## src/rtl/uart_bank_pkg.sv

```systemverilog
package uart_bank_pkg;
  parameter int DATA_W  = 8;
  parameter int ADDR_W  = 3;
  parameter int FLOW_N  = 4;
  parameter logic [DATA_W-1:0] ENH_KEY = 8'hBF;
  localparam int DIV_W  = 2 * DATA_W;

  typedef enum logic [1:0] {BANK_GEN, BANK_DIV, BANK_ENH} bank_e;

  typedef enum logic [3:0] {
    SEL_NONE, SEL_RHR, SEL_IER, SEL_ISR, SEL_LCR, SEL_MCR, SEL_LSR, SEL_MSR,
    SEL_SPR, SEL_DLL, SEL_DLM, SEL_EFR, SEL_FLOW0, SEL_FLOW1, SEL_FLOW2, SEL_FLOW3
  } rdSel_e;

  typedef struct packed {
    logic              lcr;
    logic              dll;
    logic              dlm;
    logic              spr;
    logic              efr;
    logic [FLOW_N-1:0] flow;
  } regWr_t;

  typedef struct packed {
    logic txPush;
    logic ierWr;
    logic fcrWr;
    logic mcrWr;
    logic rxPop;
    logic isrRd;
    logic lsrRd;
    logic msrRd;
  } extStb_t;

  typedef struct packed {
    regWr_t  wr;
    extStb_t ext;
    rdSel_e  sel;
  } ctrlStb_t;
endpackage

```

## src/rtl/uart_bank_ctrl.sv

```systemverilog
module uart_bank_ctrl
  import uart_bank_pkg::*;
(
  input  logic [ADDR_W-1:0] addr,
  input  logic              rdEn,
  input  logic              wrEn,
  input  bank_e             bank,
  output ctrlStb_t          stb
);
  logic enh;
  logic dlab;

  assign enh  = (bank == BANK_ENH);
  assign dlab = (bank != BANK_GEN);

  always_comb begin
    stb = '0;
    stb.sel = SEL_NONE;
    unique case (addr)
      3'd0: begin
        if (dlab) begin
          stb.wr.dll = wrEn;
          if (rdEn) stb.sel = SEL_DLL;
        end else begin
          stb.ext.txPush = wrEn;
          stb.ext.rxPop  = rdEn;
          if (rdEn) stb.sel = SEL_RHR;
        end
      end
      3'd1: begin
        if (dlab) begin
          stb.wr.dlm = wrEn;
          if (rdEn) stb.sel = SEL_DLM;
        end else begin
          stb.ext.ierWr = wrEn;
          if (rdEn) stb.sel = SEL_IER;
        end
      end
      3'd2: begin
        if (enh) begin
          stb.wr.efr = wrEn;
          if (rdEn) stb.sel = SEL_EFR;
        end else begin
          stb.ext.fcrWr = wrEn;
          stb.ext.isrRd = rdEn;
          if (rdEn) stb.sel = SEL_ISR;
        end
      end
      3'd3: begin
        stb.wr.lcr = wrEn;
        if (rdEn) stb.sel = SEL_LCR;
      end
      3'd4: begin
        if (enh) begin
          stb.wr.flow[0] = wrEn;
          if (rdEn) stb.sel = SEL_FLOW0;
        end else begin
          stb.ext.mcrWr = wrEn;
          if (rdEn) stb.sel = SEL_MCR;
        end
      end
      3'd5: begin
        if (enh) begin
          stb.wr.flow[1] = wrEn;
          if (rdEn) stb.sel = SEL_FLOW1;
        end else begin
          stb.ext.lsrRd = rdEn;
          if (rdEn) stb.sel = SEL_LSR;
        end
      end
      3'd6: begin
        if (enh) begin
          stb.wr.flow[2] = wrEn;
          if (rdEn) stb.sel = SEL_FLOW2;
        end else begin
          stb.ext.msrRd = rdEn;
          if (rdEn) stb.sel = SEL_MSR;
        end
      end
      default: begin
        if (enh) begin
          stb.wr.flow[3] = wrEn;
          if (rdEn) stb.sel = SEL_FLOW3;
        end else begin
          stb.wr.spr = wrEn;
          if (rdEn) stb.sel = SEL_SPR;
        end
      end
    endcase
  end
endmodule

```

## src/rtl/uart_bank_regs.sv

```systemverilog
module uart_bank_regs
  import uart_bank_pkg::*;
(
  input  logic              clk,
  input  logic              rstN,
  input  logic [DATA_W-1:0] wrData,
  input  regWr_t            wr,
  input  rdSel_e            sel,
  input  logic [DATA_W-1:0] rhrIn,
  input  logic [DATA_W-1:0] ierIn,
  input  logic [DATA_W-1:0] isrIn,
  input  logic [DATA_W-1:0] mcrIn,
  input  logic [DATA_W-1:0] lsrIn,
  input  logic [DATA_W-1:0] msrIn,
  output logic [DATA_W-1:0] rdData,
  output bank_e             bank,
  output logic [DATA_W-1:0] lcrQ,
  output logic [DIV_W-1:0]  divQ,
  output logic [DATA_W-1:0] efrQ,
  output logic [DATA_W-1:0] flowQ [FLOW_N]
);
  logic [DATA_W-1:0] sprQ;

  always_ff @(posedge clk) begin
    if (!rstN) begin
      lcrQ <= '0;
      divQ <= '0;
      sprQ <= '0;
      efrQ <= '0;
    end else begin
      if (wr.lcr) lcrQ <= wrData;
      if (wr.dll) divQ[DATA_W-1:0] <= wrData;
      if (wr.dlm) divQ[DIV_W-1:DATA_W] <= wrData;
      if (wr.spr) sprQ <= wrData;
      if (wr.efr) efrQ <= wrData;
    end
  end

  for (genvar i = 0; i < FLOW_N; i++) begin : g_flow
    always_ff @(posedge clk) begin
      if (!rstN)          flowQ[i] <= '0;
      else if (wr.flow[i]) flowQ[i] <= wrData;
    end
  end

  always_comb begin
    if (lcrQ == ENH_KEY)         bank = BANK_ENH;
    else if (lcrQ[DATA_W-1])     bank = BANK_DIV;
    else                         bank = BANK_GEN;
  end

  always_comb begin
    unique case (sel)
      SEL_RHR:   rdData = rhrIn;
      SEL_IER:   rdData = ierIn;
      SEL_ISR:   rdData = isrIn;
      SEL_LCR:   rdData = lcrQ;
      SEL_MCR:   rdData = mcrIn;
      SEL_LSR:   rdData = lsrIn;
      SEL_MSR:   rdData = msrIn;
      SEL_SPR:   rdData = sprQ;
      SEL_DLL:   rdData = divQ[DATA_W-1:0];
      SEL_DLM:   rdData = divQ[DIV_W-1:DATA_W];
      SEL_EFR:   rdData = efrQ;
      SEL_FLOW0: rdData = flowQ[0];
      SEL_FLOW1: rdData = flowQ[1];
      SEL_FLOW2: rdData = flowQ[2];
      SEL_FLOW3: rdData = flowQ[3];
      default:   rdData = '0;
    endcase
  end
endmodule

```

## src/rtl/uart_bank_decoder.sv

```systemverilog
module uart_bank_decoder
  import uart_bank_pkg::*;
(
  input  logic                 clk,
  input  logic                 rstN,
  input  logic [ADDR_W-1:0]    addr,
  input  logic                 rdEn,
  input  logic                 wrEn,
  input  logic [DATA_W-1:0]    wrData,
  output logic [DATA_W-1:0]    rdData,
  input  logic [DATA_W-1:0]    rhrIn,
  input  logic [DATA_W-1:0]    ierIn,
  input  logic [DATA_W-1:0]    isrIn,
  input  logic [DATA_W-1:0]    mcrIn,
  input  logic [DATA_W-1:0]    lsrIn,
  input  logic [DATA_W-1:0]    msrIn,
  output logic                 txPush,
  output logic                 rxPop,
  output logic                 ierWr,
  output logic                 fcrWr,
  output logic                 mcrWr,
  output logic                 isrRd,
  output logic                 lsrRd,
  output logic                 msrRd,
  output logic [DATA_W-1:0]    lcrOut,
  output logic [DIV_W-1:0]     divisorOut,
  output logic [DATA_W-1:0]    efrOut,
  output logic [DATA_W-1:0]    xon1Out,
  output logic [DATA_W-1:0]    xon2Out,
  output logic [DATA_W-1:0]    xoff1Out,
  output logic [DATA_W-1:0]    xoff2Out
);
  ctrlStb_t          stb;
  bank_e             bank;
  logic [DATA_W-1:0] flowQ [FLOW_N];

  uart_bank_ctrl u_ctrl (
    .addr (addr),
    .rdEn (rdEn),
    .wrEn (wrEn),
    .bank (bank),
    .stb  (stb)
  );

  uart_bank_regs u_regs (
    .clk    (clk),
    .rstN   (rstN),
    .wrData (wrData),
    .wr     (stb.wr),
    .sel    (stb.sel),
    .rhrIn  (rhrIn),
    .ierIn  (ierIn),
    .isrIn  (isrIn),
    .mcrIn  (mcrIn),
    .lsrIn  (lsrIn),
    .msrIn  (msrIn),
    .rdData (rdData),
    .bank   (bank),
    .lcrQ   (lcrOut),
    .divQ   (divisorOut),
    .efrQ   (efrOut),
    .flowQ  (flowQ)
  );

  assign txPush   = stb.ext.txPush;
  assign rxPop    = stb.ext.rxPop;
  assign ierWr    = stb.ext.ierWr;
  assign fcrWr    = stb.ext.fcrWr;
  assign mcrWr    = stb.ext.mcrWr;
  assign isrRd    = stb.ext.isrRd;
  assign lsrRd    = stb.ext.lsrRd;
  assign msrRd    = stb.ext.msrRd;
  assign xon1Out  = flowQ[0];
  assign xon2Out  = flowQ[1];
  assign xoff1Out = flowQ[2];
  assign xoff2Out = flowQ[3];
endmodule

```

## config.mk

```make
export PLATFORM = sky130hd
export DESIGN_NAME = uart_bank_decoder
export DESIGN_NICKNAME = d
export VERILOG_FILES = /design/src/rtl/uart_bank_pkg.sv /design/src/rtl/uart_bank_ctrl.sv /design/src/rtl/uart_bank_regs.sv /design/src/rtl/uart_bank_decoder.sv
export SDC_FILE = /design/constraint.sdc
export NUM_CORES = 1
export LEC_CHECK = 0
export BUFFER_PORTS_ARGS = -buffer_cell sky130_fd_sc_hd__buf_2
export CAP_MARGIN = 0
export CORE_MARGIN = 5
export CORE_UTILIZATION = 30
export CTS_BUF_LIST = sky130_fd_sc_hd__clkbuf_4
export CTS_CLUSTER_DIAMETER = 40
export DETAILED_ROUTE_END_ITERATION = 7
export GPL_ROUTABILITY_DRIVEN = 0
export PLACE_DENSITY = 0.52
export SETUP_SLACK_MARGIN = 0.3
export SYNTH_ARGS = -nofsm -noshare
export SYNTH_HDL_FRONTEND = slang
export SYNTH_SLANG_ARGS = --single-unit
```

## constraint.sdc

```tcl
create_clock -name clk -period 3.07 [get_ports clk]
set_input_delay 0.307 -clock clk [delete_from_list [all_inputs] [get_ports clk]]
set_output_delay 0.307 -clock clk [all_outputs]
set_load 0.02 [all_outputs]
```

# == After elaboration in Yosys (flattened, before gate mapping) ==
# Index checks and enable logic that the tools add are counted.
# classes
n_addsub,0
mux,49
n_shift,0
multipliers,0
bitwise,0
reduce_logical,3
magnitude_cmp,0
div_mod_pow,0
n_eq_ne,23
# ops
operator,count
$pmux W8 S15,1
$mux W4,15
$eq A4 B4 Y1 const B,8
$pmux W4 S7,1
$mux W1,25
$eq A4 B3 Y1 const B,4
$mux W3,4
$eq A3 B3 Y1 const B,3
$eq A4 B2 Y1 const B,2
$eq A8 B8 Y1 const B,1
$reduce_or A7 Y1,1
$eq A3 B2 Y1 const B,2
$mux W2,3
$eq A4 B1 Y1 const B,1
$eq A3 B1 Y1 const B,1
$logic_not A3 Y1,1
$eq A2 B2 Y1 const B,1
$reduce_bool A2 Y1,1
# totals
ram_bits,0
elab_cells,84
latchBits,0
inputBits,63
regBits,72
mem_count,0
rom_bits,0
out_inout_bits,80

# == Logic depth before layout (Yosys ltp) ==
# Gate-level depths: netlist of the first run.
# depth
depth_word,7
depth_mapped,9
ltp_nobuf,5

# == Modules after synthesis ==
# Synthesis of the first run repeated with hierarchy kept, for this count alone.
# unflattened
cells_unflattened,451
hier_area_um2,4226.6
# modules_own_cells
module,instances,cells_per_inst,area_per_inst_um2,seq_area_each_um2
uart_bank_regs,1,405,3930.0,1441.4
uart_bank_ctrl,1,46,296.5,0.0

# == Worst setup path after synthesis of the first run ==
# No wires, ideal clock.
# synth_path
path_type,in2out
from,in addr[0]
to,out rdData[1]
arrival_time_ns,2.349
path_stages,7
path_buffers,3
required_time_ns,2.763
setup_slack_ns,0.414
path_cell_list,clkbuf_1 buf_2 buf_2 nand2_1 nor3_1 a221oi_1 o21ai_0
# synth_via
elab_chain_len,4
word_cells_on_any_way,24
cone_classes,eq/ne (21); mux (2); reduce/logical (1)
# synth_lines
item,line,text
"start, declared",uart_bank_decoder.sv:6,"input logic [ADDR_W-1:0] addr,"
"$eq A3 B3 Y1, or another cell as far along",uart_bank_ctrl.sv:19,unique case (addr)
$pmux W4 S7 (*),uart_bank_ctrl.sv:19,
"$eq A4 B4 Y1, or another cell as far along",uart_bank_regs.sv:53,unique case (sel)
$pmux W8 S15 (*),uart_bank_regs.sv:53,
"end, declared",uart_bank_decoder.sv:10,"output logic [DATA_W-1:0] rdData,"
# Every way passes the cells marked *; elsewhere a longest branch is shown, timed or not.

# == Worst setup path after layout of the first run ==
# layout_path
from,reg u_regs.lcrQ[3]
to,out rdData[0]
# layout_via
elab_chain_len,7
word_cells_on_any_way,28
cone_classes,eq/ne (17); mux (10); reduce/logical (1)
# layout_lines
item,line,text
"start, declared",uart_bank_regs.sv:17,"output logic [DATA_W-1:0] lcrQ,"
"start signal, assigned",uart_bank_regs.sv:31,if (wr.lcr) lcrQ <= wrData;
$eq A8 B8 Y1 (*),uart_bank_regs.sv:47,if (lcrQ == ENH_KEY) bank = BANK_ENH;
$mux W2 (*),uart_bank_regs.sv:47,
$eq A2 B2 Y1 or $reduce_bool A2 Y1 (tied branches),"uart_bank_ctrl.sv:13, uart_bank_ctrl.sv:14",
"$mux W4, or another cell as far along",uart_bank_ctrl.sv:81,if (enh) begin
$pmux W4 S7 (*),uart_bank_ctrl.sv:19,
"$eq A4 B4 Y1, or another cell as far along",uart_bank_regs.sv:53,
$pmux W8 S15 (*),uart_bank_regs.sv:53,
# Marked as above.

==> out/metrics.sh, run 1 <==
FINAL.SETUP_SKEW_NS=0.01977
POST-PLACE-CELLS=727
ANTENNA_VIOLATING_NETS_POST_ROUTE=0
DESIGN_AREA_SQ_UM=5179
WORST-SETUP-PATH-TYPE='reg -> out'
SIMPLE_LOGIC_CELL_FRACTION_OF_THE_SYNTHESIZED_AREA_PCT=23.84
DPL.HPWL_MICRONS=11600
DESIGN.FINAL.NETS=634
SYNTH-COMPOUND-AREA-SHARE_PCT=13.34
DIEWIDTH_MICRONS=126.2
SYNTH.CELL_AREA_SQ_UM=4051
PLACED_AREA_SQ_UM=4936
CTS.HTREE.LEVELS=3
INTPOWER_mW=1.319
TRITONCTS='done'
CTSLONGESTPATHBUFFERS=2
MAX_FREQ_GHz=0.3702
DETAILEDPLACE.WORSTSLACK_NS=0.4663
PWR-SHARE-COMB_PCT=14.6
FINALWORSTSETUPSLACK_NS=0.3689
CORE_REGION_AREA_SQ_UM=13240
CRITPATHREQUIREDTIME_NS=2.76
CLKLATENCYLATEPIN_NS=0.45
PORTBUFFERS=142
SYNTH_MUX_AREA_SHARE_PCT=23.13
LAYOUT_MIN_CYCLE_TIME_NS=2.701
SYNTH_TOP_FAMILY_BY_AREA='simple AND/OR/NAND/NOR gates'
REPORT.FINAL.HOLD_VIOL_COUNT=0
TIMING.FINAL.SETUP_VIOLATIONS=0
RATIO_OF_CELLS_WITH_DRIVE_ABOVE_1_IN_THE_FINAL_LAYOUT_PCT=36.63
MAX-CAP-VIOLATIONS=0
SLEW_HEADROOM_PCT=28.89
CTS-BUFFERS-INSERTED=9
GRT_START_MAX_NET_PINS=73
POST_SYNTH.CELL_AREA_AVG_SQ_UM=9.400
DIEAREA_SQ_UM=15930
REGAREA_SQ_UM=1449
RELATIVE_CONTRIBUTION_OF_THE_CLOCK_NETWORK_TO_TOTAL_POWER_PCT=34.1
PLACEMENT_ROWS=42
CTS-HOLD-FIX-BUFFERS=0
CTS_SINKS=72
TIMING.CRITICAL_PATH.ARRIVAL_NS=2.39
CP-END-KIND='output pin'
SYNTH_ENABLE_FLOP_CELLS=0
SLEW_VIOL_FINAL=0
SYN_INST=431
FIN_TOTAL_PWR_mW=1.843
RUN_STATUS='complete, no violations'
SYNTH_NETS=494
SYNTH-ADDER-AREA-SHARE_PCT=0
POWER.DENSITY_CELL_AREA_nW_PER_UM2=355.8
DIE_H_MICRONS=126.2
LAYOUT_WORST_PATH_CYCLE_SHARE_PCT=87.98
CLK_TRANSITION_REPORTED_PATHS_NS=0.12
NUMBER_OF_FILLER_INSTANCES_IN_THE_FINAL_LAYOUT=1402
SYNTH.TOP_CELLS.BY_AREA='dfxtp_1, mux2i_1, nor2b_1, mux4_2, nand2_1'
YOSYS_WARNINGS=0
AREA_SHARE_OF_THE_LEADING_CELL_TYPE_IN_THE_SYNTHESIZED_NETLIST_PCT=35.58
CLK_ROOT_BUFFER_CELL='clkbuf_4'
SYNTH-MAIN-FF-CELL='dfxtp_1'
VIAS_PER_CELL=5.177
ANTENNA_FOUND_INITIAL=1
GRT_PASS1_WL_MICRONS=23480
FINISH.CELL_COUNT_WITHOUT_FILLERS=753
DRC=0
INITIAL_DRT_PASS_ITERATIONS=5
LEAKAGEPOWER_nW=2.217
SYNTH.DISTINCT_CELLS=45
VDD_IR_DROP_MAX_mV=0.1329
ROUTED-VIA-COUNT=3898
FLOP_AND_LATCH_COUNT_OUT_OF_SYNTHESIS=72
TNS_NS=0
SYNTH_XOR_XNOR_AREA_SHARE_PCT=0
TYPE_OF_THE_MOST_CRITICAL_HOLD_PATH='in -> reg'
GLOBALROUTE.TOTALOVERFLOW=0
LAYOUT.CORE_UTILIZATION_PCT=39.11
GRT_PASS1_VIAS=3806
P_SEQ_SHARE_PCT=51.2
POST_DRT_WL_PER_CELL_MICRONS=21.15
TOTALWIRELENGTH_MICRONS=15920
START_KIND='flip-flop'
POSTSYNTH.ASYNCRESETSHARE_PCT=0
NETSWITCHINGFRACTION_PCT=28.43
SYNTH.LARGEST_AREA_CELL='dfxtp_1'
IOPINCOUNT=143
NET-SWITCHING-POWER_mW=0.5239
SEQ_AREA_FRAC_SYNTH_PCT=35.58
AREA.GROWTH.SYNTH_TO_FINAL_PCT=27.83
TIGHTEST_SLEW_NS=1.067
MULTI_INPUT_COMB_AREA_SQ_UM=2465
TIMING.HOLD.WS_NS=0.2285
INITIAL_CORE_UTIL_PCT=30.59
PATH_MAX_FANOUT=6
GRT_USE_TOTAL_PCT=19.48
FIRST_ITER_VIOLATIONS=288
RSZ0062_AT_GRT='false'
## placed cells by master (no fill, tap or decap), types with 2 or more instances in the layout
cell type	synthesis	routed
clkbuf_4	0	12
nand3_1	13	13
a21oi_1	3	3
nor3_1	8	8
o2bb2ai_1	2	2
a31oi_1	2	2
a221oi_1	8	8
nor4_1	2	2
nor2b_1	60	60
clkinv_2	0	3
inv_1	2	2
a211oi_1	6	6
nor3_4	4	4
a32o_1	3	3
mux4_2	9	9
mux2_2	3	3
a221o_1	4	4
nand2b_1	7	7
a21o_1	2	2
dfxtp_2	0	6
dfxtp_1	72	66
a22oi_1	5	4
nand2_1	44	44
o21ai_0	10	10
a21boi_0	16	16
o211ai_1	4	4
buf_4	0	21
nor2_1	12	12
and2_1	7	7
buf_2	4	142
mux2i_1	70	70
## flip-flops by register name, summed over array words and instances (netlist names)
| name | cells |
|---|---|
| u_regs.lcrQ | 8 |
| u_regs.efrQ | 8 |
| u_regs.sprQ | 8 |
| u_regs.divQ | 16 |
| u_regs.flowQ | 32 |
## final timing paths
path	depth (start not counted)	from	slack [ns]	endpoint
hold / removal	3	wrData[5]	0.23	u_regs.lcrQ[5]
hold reg to reg	2	u_regs.divQ[15]	0.50	u_regs.divQ[15]
setup reg to reg	7	u_regs.lcrQ[3]	0.44	u_regs.efrQ[3]
setup / recovery	8	u_regs.lcrQ[3]	0.37	rdData[0]
## synth_stat cells (2+ instances only)
cell type	instances
buf_2	4
a211oi_1	6
a21boi_0	16
a32o_1	3
a31oi_1	2
mux4_2	9
o2bb2ai_1	2
o221ai_1	2
clkbuf_1	21
nor2_1	12
o21ai_0	10
buf_1	10
mux2_2	3
nand2b_1	7
nand3_1	13
nor3_1	8
a21oi_1	3
a21o_1	2
inv_1	2
mux2i_1	70
and2_1	7
nor3_4	4
dfxtp_1	72
a221o_1	4
a22oi_1	5
nand2_1	44
nor2b_1	60
buf_6	2
nor4_1	2
o211ai_1	4
a221oi_1	8
## cell families after synthesis
group | Yosys count
simple gates | 166
mux | 82
compound gates | 72
flops | 72
buf+inv | 39
## power groups by stage
stage	clock [mW]	sequential, mW	combinational [mW]
after floorplan	0	0.966	0.153
after global placement	0	0.964	0.265
after detailed placement	0	0.964	0.266
after CTS	0.638	0.943	0.268
after global routing	0.684	0.945	0.287
final	0.629	0.944	0.270
## what timing repair did
action / 4_1_cts / 5_1_grt
setup endpoints to repair: 6 / 8
setup buffers: 7 / 1
resized for setup: 3 / 6
gates cloned: 0 / 1
pin swaps: 1 / 1
## routing by layer
metal	vias up	track usage [%]	wire, microns
met1	1883	26.09	7003
li1	1833	-	-
met4	0	5.868	255
met3	18	3.387	901
met2	164	32.14	7763
met5	-	0	0
## area by class of cell
class,count,area share (%)
multi-input combinational,321,47.60
sequential,72,27.98
timing repair buffer,165,17.37
tap,176,4.252
clock buffer,12,1.740
clock inverter,4,0.8698
inverter,2,0.1450
antenna,1,0.04832
## worst max-delay path, cell delays in order (launching register included)
cell,delay (ns)
dfxtp_2,0.36
nand2_1,0.15
nor4b_2,0.07
buf_4,0.16
buf_4,0.16
and2_1,0.15
a221o_1,0.37
a221o_1,0.37
buf_2,0.17
No activity file was read; power rests on OpenSTA's default activity.
==> inputs of run 2 (changes only) <==
- clock period: 3.07 -> 3.4 ns (I/O delays scaled with it)
==> out/metrics.sh, run 2 (synthesized netlist as in run 1, its figures left out) <==
RUN_STATUS='complete, no violations'
GRT_PASS1_VIAS=3799
ANTENNA_FOUND_INITIAL=1
SLEW_VIOL_FINAL=0
RELATIVE_CONTRIBUTION_OF_THE_CLOCK_NETWORK_TO_TOTAL_POWER_PCT=33.5
RATIO_OF_CELLS_WITH_DRIVE_ABOVE_1_IN_THE_FINAL_LAYOUT_PCT=33.21
P_SEQ_SHARE_PCT=52.0
INITIAL_DRT_PASS_ITERATIONS=6
POST_DRT_WL_PER_CELL_MICRONS=21.17
GRT_USE_TOTAL_PCT=18.90
CLK_TRANSITION_REPORTED_PATHS_NS=0.13
DESIGN_AREA_SQ_UM=5031
GRT_PASS1_WL_MICRONS=22960
INITIAL_CORE_UTIL_PCT=30.59
TIMING.FINAL.SETUP_VIOLATIONS=0
CORE_REGION_AREA_SQ_UM=13240
CTSLONGESTPATHBUFFERS=2
GLOBALROUTE.TOTALOVERFLOW=0
RSZ0062_AT_GRT='false'
TNS_NS=0
TRITONCTS='done'
START_KIND='flip-flop'
REPORT.FINAL.HOLD_VIOL_COUNT=0
AREA.GROWTH.SYNTH_TO_FINAL_PCT=24.18
ANTENNA_VIOLATING_NETS_POST_ROUTE=0
PORTBUFFERS=142
MAX_FREQ_GHz=0.3386
DIEAREA_SQ_UM=15930
CRITPATHREQUIREDTIME_NS=3.06
DIE_H_MICRONS=126.2
LARGEST-REGISTER='u_regs.flowQ'
FINAL_CELL_MIX='buf_2, dfxtp_1, mux2i_1'
DPL.HPWL_MICRONS=11420
ROUTED-VIA-COUNT=3897
IOPINCOUNT=143
CLKLATENCYLATEPIN_NS=0.45
DESIGN.FINAL.NETS=618
CTS-HOLD-FIX-BUFFERS=0
GRT_START_MAX_NET_PINS=73
CTS-BUFFERS-INSERTED=9
PATH_MAX_FANOUT=18
PLACED_AREA_SQ_UM=4883
TIMING.CRITICAL_PATH.ARRIVAL_NS=2.61
WORST-SETUP-PATH-TYPE='reg -> out'
DRC=0
VDD_IR_DROP_MAX_mV=0.1310
MAX-CAP-VIOLATIONS=0
FINAL.SETUP_SKEW_NS=0.01596
TOTALWIRELENGTH_MICRONS=15600
CTS_SINKS=72
SLEW_HEADROOM_PCT=27.62
CP-END-KIND='output pin'
TIGHTEST_SLEW_NS=1.086
NET-SWITCHING-POWER_mW=0.4814
PLACEMENT_ROWS=42
LAYOUT_WORST_PATH_CYCLE_SHARE_PCT=86.86
LAYOUT_MIN_CYCLE_TIME_NS=2.953
INTPOWER_mW=1.158
POSTCTSSETUPBUFFERS=0
LAYOUT.CORE_UTILIZATION_PCT=37.99
LARGEST_REGISTER_FFS=32
POWER.DENSITY_CELL_AREA_nW_PER_UM2=325.9
FINAL_COMMON_CELL='buf_2'
LAYOUT_TOP_REGISTERS='u_regs.flowQ: 32 flops, u_regs.divQ: 16 flops'
DIEWIDTH_MICRONS=126.2
TYPE_OF_THE_MOST_CRITICAL_HOLD_PATH='in -> reg'
PWR-SHARE-COMB_PCT=14.5
CLK_ROOT_BUFFER_CELL='clkbuf_4'
FIRST_ITER_VIOLATIONS=291
VIAS_PER_CELL=5.288
LEAKAGEPOWER_nW=2.122
NETSWITCHINGFRACTION_PCT=29.36
CTS.HTREE.LEVELS=3
NUMBER_OF_FILLER_INSTANCES_IN_THE_FINAL_LAYOUT=1418
==> run 2: worst paths after layout <==
path                            slack (ns)         endpoint  cells after the start           start
worst min register to register        0.49   u_regs.divQ[9]                      2  u_regs.divQ[9]
worst min-delay path                  0.27  u_regs.divQ[15]                      3       wrData[7]
worst max-delay path                  0.45        rdData[4]                      6  u_regs.lcrQ[1]
worst max register to register        0.84   u_regs.efrQ[3]                      5  u_regs.lcrQ[1]
==> run 2: worst max-delay path, cell delays in order (launching register included) <==
cell and delay [ns]:
dfxtp_1 0.50, nand4_4 0.15, or4b_4 0.69, a221oi_1 0.35
a211o_1 0.18, o211ai_1 0.11, buf_2 0.19
==> run 2: final cells by class <==
cell class,count,area (sq um),area share (%)
Antenna cell,1,2.502,0.04974
Clock buffer,9,67.56,1.343
Clock inverter,7,62.56,1.243
Inverter,2,7.507,0.1492
Multi-Input combinational cell,320,2459,48.87
Sequential cell,72,1441,28.65
Tap cell,176,220.2,4.377
Timing Repair Buffer,150,770.7,15.32
==> run 2: routing by layer <==
layer	global-route usage (%)	wire length (microns)
met2	30.17	7377
met1	24.75	6763
met4	7.823	490
met3	4.149	969
met5	0	0
==> run 2: through the flow <==
step	worst slack, ns	instances	hold WS, ns	power (mW)
2_1_floorplan	0.6783	431	0.4802	1.010
3_3_place_gp	0.6588	720	0.4720	1.106
3_5_place_dp	0.5847	720	0.4780	1.107
4_1_cts	0.3121	736	0.2414	1.656
5_1_grt	0.3263	737	0.2531	1.711
6_report	0.4469	737	0.2658	1.640
==> run 2: power by group through the flow <==
stage / Clock, mW / Sequential [mW] / Combinational, mW
2_1_floorplan: 0 / 0.872 / 0.138
3_3_place_gp: 0 / 0.871 / 0.235
3_5_place_dp: 0 / 0.871 / 0.236
4_1_cts: 0.566 / 0.852 / 0.237
5_1_grt: 0.605 / 0.853 / 0.253
6_report: 0.549 / 0.852 / 0.239
==> run 2: timing repair <==
| item | 4_1_cts | 5_1_grt |
|---|---|---|
| hold endpoints to repair | 0 | 0 |
| setup endpoints to repair | 1 | 3 |
| gates resized for setup | 1 | 1 |
==> inputs of run 3 (changes only) <==
- CELL_PAD_IN_SITES_DETAIL_PLACEMENT: unset -> 1
- CELL_PAD_IN_SITES_GLOBAL_PLACEMENT: unset -> 1
- PLACE_DENSITY: 0.52 -> 0.66
==> out/metrics.sh, run 3 (synthesized netlist as in run 1, its figures left out) <==
MULTI_INPUT_COMB_AREA_SQ_UM=2452
GLOBAL_ROUTE.USAGE.MET1_PCT=26.58
DIEWIDTH_MICRONS=126.2
RATIO_OF_CELLS_WITH_DRIVE_ABOVE_1_IN_THE_FINAL_LAYOUT_PCT=33.27
RSZ0062_AT_GRT='true'
CP-END-KIND='output pin'
ANTENNA_VIOLATING_NETS_POST_ROUTE=0
AREA.GROWTH.SYNTH_TO_FINAL_PCT=24.34
MAX-CAP-VIOLATIONS=0
GR-USAGE-MET3_PCT=4.234
WORST-SETUP-PATH-TYPE='reg -> out'
DIE_H_MICRONS=126.2
CTS_SINKS=72
DPL.HPWL_MICRONS=12400
FINAL_COMMON_CELL='buf_2'
CTS-BUFFERS-INSERTED=9
VIAS_PER_CELL=5.272
INITIAL_DRT_PASS_ITERATIONS=7
START_KIND='flip-flop'
GLOBALROUTE.TOTALOVERFLOW=0
REGTOREGSETUPSLACK_NS=0.82
GRT_PASS1_VIAS=4003
SLEW_HEADROOM_PCT=27.60
REGAREA_SQ_UM=1441
LEAKAGEPOWER_nW=2.139
LAYOUT.CORE_UTILIZATION_PCT=38.04
TIGHTEST_SLEW_NS=1.086
CRITICAL_PATH.REG2REG.ENDPOINT='u_regs.efrQ[2]'
CLK_ROOT_BUFFER_CELL='clkbuf_4'
GRT_START_MAX_NET_PINS=73
FINALWORSTSETUPSLACK_NS=0.3786
WORST_SETUP_PATH_STARTPOINT='u_regs.lcrQ[1]'
GLOBALROUTE.BUSIESTLAYER='met2'
PLACEMENT_ROWS=42
ROUTED-VIA-COUNT=3896
CRITPATHREQUIREDTIME_NS=3.06
DESIGN_AREA_SQ_UM=5037
DRC=0
POWER.DENSITY_CELL_AREA_nW_PER_UM2=326.1
LARGEST-REGISTER='u_regs.flowQ'
DESIGN.FINAL.NETS=620
CTS.HTREE.LEVELS=3
TIMING.FINAL.SETUP_VIOLATIONS=0
LAYOUT_WORST_PATH_CYCLE_SHARE_PCT=88.86
FINAL_CELL_MIX='buf_2, dfxtp_1, mux2i_1'
IOPINCOUNT=143
CORE_REGION_AREA_SQ_UM=13240
VDD_IR_DROP_MAX_mV=0.1146
POSTCTSSETUPBUFFERS=0
TIMING.CRITICAL_PATH.ARRIVAL_NS=2.68
POST_DRT_WL_PER_CELL_MICRONS=22.15
GRT_PASS1_WL_MICRONS=24280
SLEW_VIOL_FINAL=0
CLKLATENCYLATEPIN_NS=0.45
ANTENNA_FOUND_INITIAL=1
INITIAL_CORE_UTIL_PCT=30.59
CTSLONGESTPATHBUFFERS=2
FIRST_ITER_VIOLATIONS=265
TIMING.RR.START='u_regs.lcrQ[1]'
DIEAREA_SQ_UM=15930
CLK_TRANSITION_REPORTED_PATHS_NS=0.13
TYPE_OF_THE_MOST_CRITICAL_HOLD_PATH='in -> reg'
REPORT.FINAL.HOLD_VIOL_COUNT=0
TNS_NS=0
R2R.WORST_PATH.CELLS=5
NUMBER_OF_FILLER_INSTANCES_IN_THE_FINAL_LAYOUT=1620
CRITICAL_PATH.ENDPOINT='rdData[7]'
CTS-HOLD-FIX-BUFFERS=0
LAYOUT_TOP_REGISTERS='u_regs.flowQ: 32 flops, u_regs.divQ: 16 flops'
TOTALWIRELENGTH_MICRONS=16370
PLACED_AREA_SQ_UM=4891
TIMING.HOLD.WS_NS=0.2769
MAX_FREQ_GHz=0.3310
LARGEST_REGISTER_FFS=32
GLOBAL_ROUTE.USAGE.MET2_PCT=32.77
RUN_STATUS='complete, no violations'
DETAILEDPLACE.WORSTSLACK_NS=0.4086
WHS_PATH_DEPTH=3
PATH_MAX_FANOUT=18
PORTBUFFERS=142
LAYOUT_MIN_CYCLE_TIME_NS=3.021
FINAL.SETUP_SKEW_NS=0.01776
GRT_USE_TOTAL_PCT=20.02
TRITONCTS='done'
-- run 3: worst max-delay path, cell delays in order (launching register included) --
cell      delay [ns]
dfxtp_1         0.49
nand4_4         0.15
or4b_4          0.69
o221ai_1        0.41
nand2_1         0.13
o211ai_1        0.15
buf_2           0.21
-- run 3: area by class of cell --
class / instances / area share, %
antenna: 1 / 0.04968
multi-input combinational: 320 / 48.68
clock buffer: 11 / 1.639
clock inverter: 5 / 0.9439
timing repair buffer: 152 / 15.55
inverter: 2 / 0.1490
tap: 176 / 4.372
sequential: 72 / 28.61
-- run 3: per-layer routing --
layer	share of wire [%]	wire length (microns)
met1	44	7229
met2	49	7954
met3	5.4	877
met4	1.9	304
met5	0	0
-- run 3: how the worst min path moves through the flow --
stage,from,to,slack (ns)
2_1_floorplan,u_regs.sprQ[4],u_regs.sprQ[4],0.48
3_3_place_gp,u_regs.divQ[12],u_regs.divQ[12],0.48
3_5_place_dp,u_regs.divQ[8],u_regs.divQ[8],0.49
4_1_cts,wrData[7],u_regs.divQ[15],0.26
5_1_grt,wrData[1],u_regs.divQ[9],0.26
6_report,wrData[5],u_regs.divQ[13],0.28
-- run 3: per-stage QoR --
stage	std cells	total power, mW
final	739	1.643
after global routing	739	1.712
after CTS	737	1.652
after detailed placement	721	1.112
after global placement	721	1.107
after floorplan	431	1.010
-- run 3: timing repair --
action,CTS,global route
endpoints found under the setup margin,0,4
hold endpoints to repair,0,0
gates resized for setup,0,1
-- run 3: report_power, final --
| group | internal [mW] | total, mW | switching, mW |
|---|---|---|---|
| combinational | 0.0952 | 0.242 | 0.146 |
| clock | 0.234 | 0.549 | 0.315 |
| sequential | 0.847 | 0.852 | 0.00472 |
| total | 1.18 | 1.64 | 0.466 |
